### src/rtl/vol_env_pkg.sv
package vol_env_pkg;

   typedef enum logic {
      DIR_DOWN = 1'b0,
      DIR_UP   = 1'b1
   } env_dir_e;

   // one saturating step of a level of width w (w <= 16)
   function automatic logic [15:0] sat_step(input logic [15:0] lvl,
                                            input logic [15:0] top,
                                            input env_dir_e    dir);
      logic [15:0] r;
      if (dir == DIR_UP) r = (lvl >= top) ? top : lvl + 16'd1;
      else               r = (lvl == 16'd0) ? 16'd0 : lvl - 16'd1;
      return r;
   endfunction

endpackage

### src/rtl/env_cfg_reg.sv
module env_cfg_reg #(
   parameter int VOL_W = 4,
   parameter int PER_W = 3,
   localparam int CFG_W = VOL_W + 1 + PER_W,
   localparam int HI_W  = CFG_W - PER_W
) (
   input  logic             clk,
   input  logic             rst_n,
   input  logic             we,
   input  logic [CFG_W-1:0] wdata,
   output logic [CFG_W-1:0] cfg_q,
   output logic [VOL_W-1:0] init_vol,
   output vol_env_pkg::env_dir_e dir,
   output logic [PER_W-1:0] period,
   output logic             dac_en,
   output logic             dac_off_evt
);
   logic [HI_W-1:0] hi_bits;
   logic            off_q;

   always_ff @(posedge clk) begin
      if (!rst_n) begin
         cfg_q <= '0;
         off_q <= 1'b0;
      end else begin
         if (we) cfg_q <= wdata;
         off_q <= we && (wdata[CFG_W-1:PER_W] == '0);
      end
   end

   for (genvar g = 0; g < HI_W; g++) begin : g_hi
      assign hi_bits[g] = cfg_q[PER_W+g];
   end

   assign dac_en      = |hi_bits;
   assign dac_off_evt = off_q;
   assign init_vol    = cfg_q[CFG_W-1 -: VOL_W];
   assign dir         = vol_env_pkg::env_dir_e'(cfg_q[PER_W]);
   assign period      = cfg_q[PER_W-1:0];

   // a shutdown pulse always comes with the converter off
   a_r3_off_means_dac_low: assert property (@(posedge clk) disable iff (!rst_n)
      dac_off_evt |-> !dac_en);
   // the pulse lasts one cycle unless written again
   a_r3_one_cycle_pulse: assert property (@(posedge clk) disable iff (!rst_n)
      (dac_off_evt && !we) |=> !dac_off_evt);
endmodule

### src/rtl/env_timer.sv
module env_timer #(
   parameter int PER_W = 3
) (
   input  logic             clk,
   input  logic             rst_n,
   input  logic             trig,
   input  logic             tick,
   input  logic [PER_W-1:0] period,
   output logic             step
);
   logic [PER_W-1:0] cnt_q;
   logic [PER_W-1:0] cnt_dec;
   logic             active;

   assign active  = (period != '0);
   assign cnt_dec = (cnt_q != '0) ? cnt_q - 1'b1 : '0;
   assign step    = tick && !trig && active && (cnt_dec == '0);

   always_ff @(posedge clk) begin
      if (!rst_n)
         cnt_q <= '0;
      else if (trig)
         cnt_q <= period;
      else if (tick && active)
         cnt_q <= (cnt_dec == '0) ? period : cnt_dec;
   end

   // after a step the countdown restarts from the full interval
   a_r6_reload_on_step: assert property (@(posedge clk) disable iff (!rst_n)
      step |=> (cnt_q == $past(period)));
   // a trigger suppresses any step in its cycle
   a_r8_trig_blocks_step: assert property (@(posedge clk) disable iff (!rst_n)
      trig |-> !step);
endmodule

### src/rtl/env_level.sv
module env_level #(
   parameter int VOL_W = 4
) (
   input  logic             clk,
   input  logic             rst_n,
   input  logic             trig,
   input  logic             step,
   input  logic [VOL_W-1:0] init_vol,
   input  vol_env_pkg::env_dir_e dir,
   output logic [VOL_W-1:0] vol_q
);
   localparam logic [VOL_W-1:0] VMAX = '1;
   logic [15:0] nxt;

   assign nxt = vol_env_pkg::sat_step(16'(vol_q), 16'(VMAX), dir);

   always_ff @(posedge clk) begin
      if (!rst_n)          vol_q <= '0;
      else if (trig)       vol_q <= init_vol;
      else if (step)       vol_q <= nxt[VOL_W-1:0];
   end

   // a trigger loads the starting level
   a_r4_trig_load: assert property (@(posedge clk) disable iff (!rst_n)
      trig |=> (vol_q == $past(init_vol)));
   // no wrap at either end
   a_r7_no_wrap_top: assert property (@(posedge clk) disable iff (!rst_n)
      (vol_q == VMAX && !trig) |=> (vol_q != '0));
   a_r7_no_wrap_bottom: assert property (@(posedge clk) disable iff (!rst_n)
      (vol_q == '0 && !trig) |=> (vol_q != VMAX));
   // without trigger or step the level holds
   a_r9_hold: assert property (@(posedge clk) disable iff (!rst_n)
      (!trig && !step) |=> $stable(vol_q));
endmodule

### src/rtl/vol_envelope.sv
module vol_envelope #(
   parameter int VOL_W = 4,
   parameter int PER_W = 3,
   localparam int CFG_W = VOL_W + 1 + PER_W
) (
   input  logic             clk,
   input  logic             rst_n,
   input  logic             cfg_we,
   input  logic [CFG_W-1:0] cfg_wdata,
   output logic [CFG_W-1:0] cfg_rdata,
   input  logic             trig,
   input  logic             env_tick,
   output logic [VOL_W-1:0] volume,
   output logic             dac_en,
   output logic             dac_off_evt
);
   if (VOL_W < 1 || VOL_W > 16 || PER_W < 1 || PER_W > 16) begin : g_bad_param
      initial $fatal(1, "vol_envelope: VOL_W and PER_W must be 1..16");
   end

   logic [VOL_W-1:0]      init_vol;
   logic [PER_W-1:0]      period;
   vol_env_pkg::env_dir_e dir;
   logic                  step;

   env_cfg_reg #(.VOL_W(VOL_W), .PER_W(PER_W)) u_cfg (
      .clk(clk), .rst_n(rst_n), .we(cfg_we), .wdata(cfg_wdata),
      .cfg_q(cfg_rdata), .init_vol(init_vol), .dir(dir), .period(period),
      .dac_en(dac_en), .dac_off_evt(dac_off_evt));

   env_timer #(.PER_W(PER_W)) u_timer (
      .clk(clk), .rst_n(rst_n), .trig(trig), .tick(env_tick),
      .period(period), .step(step));

   env_level #(.VOL_W(VOL_W)) u_level (
      .clk(clk), .rst_n(rst_n), .trig(trig), .step(step),
      .init_vol(init_vol), .dir(dir), .vol_q(volume));

   // a zero interval freezes the level between triggers
   a_r5_frozen: assert property (@(posedge clk) disable iff (!rst_n)
      (period == '0 && !trig) |=> $stable(volume));
   // a write is visible in the next cycle
   a_r2_readback: assert property (@(posedge clk) disable iff (!rst_n)
      cfg_we |=> (cfg_rdata == $past(cfg_wdata)));
endmodule

### config.mk
export PLATFORM = sky130hd
export DESIGN_NAME = vol_envelope
export DESIGN_NICKNAME = d
export VERILOG_FILES = /design/src/rtl/vol_env_pkg.sv /design/src/rtl/env_cfg_reg.sv /design/src/rtl/env_timer.sv /design/src/rtl/env_level.sv /design/src/rtl/vol_envelope.sv
export SDC_FILE = /design/constraint.sdc
export NUM_CORES = 1
export LEC_CHECK = 0
export BUFFER_PORTS_ARGS = -buffer_cell sky130_fd_sc_hd__buf_2
export CAP_MARGIN = 20
export CORE_MARGIN = 4
export CORE_UTILIZATION = 48
export CTS_BUF_LIST = sky130_fd_sc_hd__clkbuf_8
export CTS_CLUSTER_DIAMETER = 30
export CTS_CLUSTER_SIZE = 12
export DETAILED_ROUTE_END_ITERATION = 8
export GPL_ROUTABILITY_DRIVEN = 0
export PLACE_DENSITY = 0.77
export SLEW_MARGIN = 20
export SYNTH_ARGS = -nofsm -noshare
export SYNTH_HDL_FRONTEND = slang
export SYNTH_HIERARCHICAL = 1
export SYNTH_SLANG_ARGS = --single-unit
export TNS_END_PERCENT = 50
### constraint.sdc
create_clock -name clk -period 1.56 [get_ports clk]
set_clock_uncertainty 0.05 [all_clocks]
set_input_delay 0.156 -clock clk [delete_from_list [all_inputs] [get_ports clk]]
set_output_delay 0.156 -clock clk [all_outputs]
set_load 0.005 [all_outputs]
==> results of run 1 <==
[metal layers]
layer / vias to the layer above / wire length [µm]
met5: - / 0
met4: 0 / 0
met3: 0 / 108
met2: 19 / 1100
met1: 392 / 983
li1: 447 / -
[synth_stat cells, types with 2 or more instances]
| master | count |
|---|---|
| o21ai_0 | 4 |
| nand2_1 | 5 |
| and3_2 | 2 |
| buf_4 | 8 |
| a21boi_0 | 2 |
| buf_6 | 2 |
| dfxtp_1 | 16 |
| inv_1 | 4 |
| nor2_1 | 2 |
| mux2i_1 | 9 |
| nor3_1 | 5 |
| a21oi_1 | 6 |
| ha_1 | 2 |
| nor2b_1 | 11 |
[worst max-delay path by stage]
stage / from / end / slack (ps)
final: u_level/vol_q[0] / u_level/vol_q[2] / 80
after detailed placement: u_level/vol_q[0] / u_level/vol_q[2] / 20
after floorplan: u_cfg/cfg_q[1] / u_level/vol_q[1] / 70
after global placement: u_level/vol_q[0] / u_level/vol_q[1] / 100
after global routing: u_cfg/cfg_q[0] / u_level/vol_q[2] / -7
after CTS: u_level/vol_q[0] / u_level/vol_q[2] / 20
[state kept, by name, summed over array words and instances (netlist names)]
| register | flops |
|---|---|
| u_cfg/cfg_q | 8 |
| u_level/vol_q | 4 |
| u_timer/cnt_q | 3 |
| u_cfg/dac_off_evt | 1 |
[cell type report]
class                   instances  area (µm²)
fillers                       191         768
multi-input cells              76         573
flip-flops and latches         16         323
repair buffers                 34         190
clock buffers                   4        55.1
well taps                      27        33.8
inverters                       5        18.8
[power groups by stage]
stage	Sequential, mW	Combinational [mW]	Clock (mW)
after global routing	0.463	0.223	0.382
final	0.459	0.202	0.361
after floorplan	0.461	0.142	0
after detailed placement	0.466	0.199	0
after global placement	0.464	0.194	0
after CTS	0.457	0.200	0.371
[repair_timing]
action / CTS / global route
endpoints found under the setup margin: 0 / 3
resized for setup: 0 / 3
endpoints found under the hold margin: 0 / 0
setup buffers: 0 / 0
[cell families (layout without fill, tap and decap cells)]
| group | after synthesis | after routing |
|---|---|---|
| flip-flops | 16 | 16 |
| multiplexers | 9 | 9 |
| AO/OA/AOI/OAI | 29 | 29 |
| adder cells (fa/ha/maj) | 2 | 2 |
| buffers and inverters | 18 | 43 |
| AND/OR/NAND/NOR | 36 | 36 |
[critical path: cells and delay by family, from the launching register on]
kind | cells | cell delay, ps
compound gates | 2 | 390
fa+ha+maj | 1 | 210
buf+inv | 1 | 80
flops | 1 | 380
simple gates | 2 | 250
[metrics by stage]
stage          cells  setup TNS, ps  setup slack, ps  hold slack, ps  total power, mW
2_1_floorplan    110              0             68.7             177            0.604
3_3_place_gp     158              0              103             294            0.659
3_5_place_dp     158              0             24.7             299            0.665
4_1_cts          162              0             19.0            37.8             1.03
5_1_grt          162          -6.80            -6.80            43.0             1.07
6_report         162              0             80.6            43.2             1.02
==> flow_results.org, run 1 <==
** Yosys
- Synthesized area per cell :: 9.07 µm²
- The synthesized design spends more area on one cell type than any other, namely dfxtp_1.
- Of the total synthesized cell area, the portion taken by XOR and XNOR cells is 0.
- Post-Syn Nets :: between 100 and 150
- The fraction of the mapped netlist area in compound gates is 0.221.
- After synthesis, the largest family of logic cells by area is simple AND/OR/NAND/NOR gates.
- Of the synthesized area, sequential elements account for 0.321.
- Mapped Area :: roughly 1000 µm²
- Async SR Flop Fraction :: 0
- The netlist uses 46 different library cells.
- Of the total synthesized cell area, the portion taken by AND, OR, NAND and NOR gates is 0.227.
- Synth warn :: 6
- Synthesis inferred 16 register bits.
- Fraction of synthesized cell area taken by the top area cell type :: 0.321
- Of the total synthesized cell area, the portion taken by full adders, half adders and majority gates is 0.0251.
- Of the post-synthesis cell area, the part taken by muxes is 0.0903.
- Main synth FF type :: dfxtp_1
- Cells after synthesis :: between 100 and 150
- Main area contributors after synthesis :: dfxtp_1, mux2i_1, nor2b_1
- Number of synthesized flops with an enable pin :: 0

** Clock network
- Total number of H-tree levels :: 1
- Clock tree root driver cell :: clkbuf_8
- The longest clock path from root to sink contains 2 buffers.
- Clock Latency Late Sink :: roughly 240 ps
- Number of CTS-inserted buffers :: 3
- CTS tree :: done
- Clk pin slew, worst setup/hold paths :: 60 ps
- The clock net in this run drives a total of 16 sinks.
- In this run, post-CTS hold repair placed 0 buffers.

** Worst setup path
- Crit path max fanout :: 6
- STA puts the critical path data required time at roughly 1600 ps.
- The signal on the critical path passes through inv_1 > ha_1 > nor2b_1 > a211o_2 > nand4_1 > a21boi_0.
- The worst setup path is captured at a register.
- Data on the critical path arrives at its endpoint at about 1600 ps.
- The worst register-to-register path ends at u_level/vol_q[2].
- Largest incremental delay on the critical path :: around 380 ps
- The worst setup path is launched from a register.
- By startpoint and endpoint, the worst setup path is classified as register to register.
- The startpoint identified for the worst register-to-register timing path is u_level/vol_q[0].
- Register-to-Register Setup Slack :: between 80 and 90 ps
- Number of cells traversed by the worst register-to-register path :: 6
- Slowest CP cell :: dfxtp_2

** Power
- Sequential cell fraction of total power :: 0.449
- The share of total power dissipated in the clock network is 0.353.
- Summed over all cells, the static leakage comes to approximately 0.53 nW.
- Fraction of power spent switching nets :: 0.257
- Summed over all nets, the switching power comes to 0.262 mW.
- Internal Power :: between 0.7 and 0.8 mW
- The worst-case IR drop observed on VDD is a little over 0.0006 V.
- Combinational group share of total power :: 0.198
- Dividing total power by cell area gives a power density of between 800 and 900 nW/µm².

** Placed design
- The wire-length estimate of the detail-placed layout is about 1.7 mm.
- The placed instances occupy a cell area of approximately 1100 µm².
- Input and output buffers added on the ports amount to 26.

** Routing
- In the routed layout, each cell is associated on average with a via count of about 5.3.
- After detailed routing, the average wire length per cell comes to 13.5 µm.
- DRC viols :: 0
- Antenna-violating nets left :: 0
- Number of detailed-route iterations in the first pass :: 4
- Count of routing violations after the opening detailed-route iteration :: 30
- Across all layers, the routed design uses approximately 860 vias.
- Wire length after detailed routing :: ~2.2 mm

** Floorplanning
- The total area inside the core boundary comes to 1960 µm².
- Die outline height :: about 54 µm
- For this design the top-level I/O count stands at 27.
- Die area :: roughly 2900 µm²
- The initialized floorplan defines 16 standard-cell rows.
- For this configuration, the core starts out at a cell density of 0.508.
- Die width :: 53.6 µm

** Hold path
- The path with the worst hold slack has its endpoint at u_cfg/dac_off_evt.
- In this run the worst hold path is classified as input pin to register.
- Cell depth of the worst min-delay path :: 2
- Worst hold path startpoint :: cfg_wdata[7]

** Timing
- Max Clock Freq :: around 680 MHz
- The final hold violation count is 0.
- The worst pin sits at a relative slew slack of 0.798.
- Counting I/O delays and the setup requirement, the final critical path takes approximately 1500 ps.
- Transition at the pin with the smallest max-transition slack :: about 300 ps
- Final period util :: 0.948
- Final setup viols :: 0
- The number of pins with negative max-slew slack in the final report is 0.

** Layout
- Final std cell area, no fill :: 1190 µm²
- Of the cells placed in the final design, the portion with a size suffix greater than 1 is 0.393.
- Final core area utilization :: 0.608
- The top cell types in the final layout, fill and taps aside, are buf_2, dfxtp_1, nor2b_1, mux2i_1, buf_4.
- Most common cell after layout, fill and taps aside :: buf_2
- In the final design database the tool counted around 150 nets.
- The number of antenna diodes in the final layout is 0.
- The area growth from synthesis to layout is 19.7%.

** GRT
- Largest net degree at the start of global routing :: 18
- The first global-routing pass estimated about 3.5 mm of wire.
- The layer flagged by global routing as most heavily used is met2.
- Met1 layer usage reported by global route :: 0.212
- Met3 demand-to-capacity share in global routing :: 0.0332
- Via count of the first global-routing pass :: between 800 and 900
- Met2 Resource Use GR :: 0.286
- Across every metal layer, demand over resource in global routing totals 0.168.
- The number of antenna violations at the first check in global routing came to 0.
- After global routing the overflow that remains totals 0.

** Outcome
- Status :: finished clean

** Job
- # Max-Cap Violations :: 0
Power figures use the tool's default switching activity.
==> run 2, diff against run 1 <==
--- a/config.mk
+++ b/config.mk
@@ -6,7 +6,6 @@
 export NUM_CORES = 1
 export LEC_CHECK = 0
 export BUFFER_PORTS_ARGS = -buffer_cell sky130_fd_sc_hd__buf_2
-export CAP_MARGIN = 20
 export CORE_MARGIN = 4
 export CORE_UTILIZATION = 48
 export CTS_BUF_LIST = sky130_fd_sc_hd__clkbuf_8
==> constraint.sdc (replaced) <==
create_clock -name clk -period 1.56 [get_ports clk]
set_clock_uncertainty 0.05 [all_clocks]
set_input_delay 0 -clock clk [delete_from_list [all_inputs] [get_ports clk]]
set_output_delay 0 -clock clk [all_outputs]
set_load 0.005 [all_outputs]
==> flow_results.org, run 2 (same netlist as run 1, synthesis figures left out) <==
** Timing
- Transition at the pin with the smallest max-transition slack :: 304 ps (+2.92 ps)
- The sum of negative setup slack came to 0 ps (unchanged).
- The worst-case headroom to the max-slew limit is 0.797 (about the same).
- Worst Hold Margin :: 1.24 ps (-41.9 ps)
- The final critical delay including setup and external delays was 1480 ps (-3.97 ps).
- Max Clock Freq :: 678 MHz (+0.27%)
- RSZ-0062 raised after global routing :: false
- Final setup viols :: 0 (unchanged)
- Final period util :: 0.946 (-0.00255)
- Max-slew violations :: 0 (unchanged)
- Final hold violations :: 0 (unchanged)

** Placed design
- The count of buffers inserted at the top-level ports is 26 (unchanged).
- Dpl cell area :: 1120 µm² (-1.3%)
- The post-DP HPWL came to 1.60 mm (-3.4%).

** Floorplanning
- The width of the die came to 53.6 µm (unchanged).
- The number of rows created at floorplan is 16 (unchanged).
- The core outline area came to 1960 µm² (unchanged).
- # IOs :: 27 (unchanged)
- Die outline height :: 53.6 µm (unchanged)
- Die area :: 2870 µm² (unchanged)
- Starting density of the core :: 0.508 (unchanged)

** Worst setup path
- Critical path startpoint category :: register
- The arrival time at the worst endpoint is 1560 ps (about the same).
- Critical path capture point type :: register
- The number of buffer and inverter stages on the critical path is 2 (+1).
- For this design, the slowest cell found on the critical path is dfxtp_1.
- The required arrival time at the worst endpoint came to 1640 ps (about the same).
- Walking the worst path, the cells encountered are inv_1 > ha_1 > buf_4 > mux2i_1 > o21ai_0 > o211a_1.
- Crit path max fanout :: 6 (unchanged)
- Largest incremental delay on the critical path :: 420 ps (+40 ps)
- Broken down by cell family, the worst path's largest delay share belongs to flip-flops.
- Type of the worst setup path :: register to register

** Clock network
- The clock-pin slew reported for the worst setup and hold paths after clock tree synthesis came to 60 ps (about the same).
- Sink Count :: 16 (unchanged)
- Setup bufs post-CTS :: 0 (unchanged)
- Clock tree root driver cell :: clkbuf_8
- Clock Latency Late Sink :: 240 ps (about the same)
- The CTS H-tree depth came to 1 (unchanged).
- The TritonCTS buffer count is 3 (unchanged).
- Clock Path Buffers :: 2 (unchanged)
- CTS tree :: done

** Routing
- Wirelength per Cell :: 13.4 µm (-0.82%)
- Sum of met2 wire segment lengths after detailed routing :: 1.12 mm (+1.5%)
- The count of routing violations after the opening detailed-route iteration was 19 (-37%).
- DRC viols :: 0 (unchanged)
- The number of detailed-route iterations in the first pass is 4 (unchanged).
- Detail Route met3 WL :: 147 µm (+36%)
- Routed signal wires occupy layers up through met3.
- Antenna-violating nets left :: 0 (unchanged)
- Wire length after detailed routing :: 2.24 mm (+2.2%)
- Wire length on met1 :: 976 µm (-0.71%)
- Per-cell via count in the routed design :: 5.51 (+4.0%)
- Total number of vias :: 920 (+7.2%)

** GRT
- Total grt overflow :: 0 (unchanged)
- Initial antenna violation count :: 0 (unchanged)
- Via count of the first global-routing pass :: 858 (+4.9%)
- The total global routing track utilization is 0.175 (+0.00764).
- Largest net degree at the start of global routing :: 19 (+1)
- Global-route wire length before repair :: 3.71 mm (+4.7%)

** Hold path
- The worst hold path belongs to the class input pin to register.

** Layout
- The area growth from synthesis to layout is 25.3%.
- The design area was 1250 µm² (+4.7%).
- # diodes :: 0 (unchanged)
- Max FFs per register :: 8 (unchanged)
- The filler cell count in the final layout is 182 (-4.7%).
- Area occupied by multi-input gates :: 573 µm² (unchanged)
- Register cell area after layout :: 324 µm² (+0.39%)
- Largest reg by FF count :: u_cfg/cfg_q
- Final core area utilization :: 0.637 (+0.0287)
- Most frequent cells in the layout :: buf_2, dfxtp_1, nor2b_1, mux2i_1, dlygate4sd3_1
- Fraction of layout instances using a drive strength above 1 :: 0.371 (-0.0212)
- The net total in the final layout is 156 (+3.3%).
- Most common cell after layout, fill and taps aside :: buf_2
- Largest registers in the final layout :: u_cfg/cfg_q (8), u_level/vol_q (4), u_timer/cnt_q (3)

** Power
- The cell area power density is 826 nW/µm² (-3.6%).
- The leakage power is 0.551 nW (+4.3%).
- The worst ir drop on vdd was 0.000549 V (-9.6%).

** Outcome
- Status :: finished clean

** Job
- # Max-Cap Violations :: 0 (unchanged)
-- run 2: changes by cell type in the layout (fill, tap and decap cells not counted) --
cell / delta
dfxtp_2: +1
buf_4: -2
dfxtp_1: -1
dlygate4sd3_1: +7
-- run 2: power breakdown --
group | internal, mW | switching (mW) | leakage, nW
sequential | 0.432 | 0.0273 | 0.132
combinational | 0.111 | 0.0985 | 0.389
clock | 0.223 | 0.140 | 0.0288
total | 0.767 | 0.266 | 0.551
-- run 2: timing repair --
item                                   in CTS  in global routing
hold buffers                                7                  0
gates resized for setup                     0                  4
setup endpoints to repair                   0                  4
endpoints found under the hold margin       7                  0
-- run 2: tightest hold or removal path: cells and delay by family --
family	cells	cell delay [ps]
simple gates	1	100
buf+inv	1	100
mux	1	60
-- run 2: metal layers --
layer / GRT usage / vias to the layer above
met5: 0 / -
met4: 0.0596 / 0
met3: 0.0416 / 0
met2: 0.292 / 35
met1: 0.220 / 429
li1: - / 456
-- run 2: path summary, 6_finish.rpt --
| kind | from | end | slack (ps) | cells after the start |
|---|---|---|---|---|
| setup / recovery | u_level/vol_q[1] | u_level/vol_q[1] | 80 | 6 |
| hold / removal | cfg_wdata[4] | u_cfg/cfg_q[4] | 1 | 3 |
| setup reg to reg | u_level/vol_q[1] | u_level/vol_q[1] | 80 | 6 |
| hold reg to reg | u_cfg/cfg_q[2] | u_timer/cnt_q[2] | 470 | 2 |
-- run 2: final cells by class --
class	instances	area share
Tap cell	27	0.0270
Multi-Input combinational cell	76	0.458
Sequential cell	16	0.259
Clock buffer	4	0.0440
Inverter	5	0.0150
Timing Repair Buffer	39	0.196
-- run 2: stage by stage --
| step | instances | power, mW | worst slack (ps) |
|---|---|---|---|
| 2_1_floorplan | 110 | 0.604 | 68.7 |
| 3_3_place_gp | 156 | 0.654 | 101 |
| 3_5_place_dp | 156 | 0.660 | 46.6 |
| 4_1_cts | 167 | 1.03 | 36.8 |
| 5_1_grt | 167 | 1.08 | 3.76 |
| 6_report | 167 | 1.03 | 84.6 |
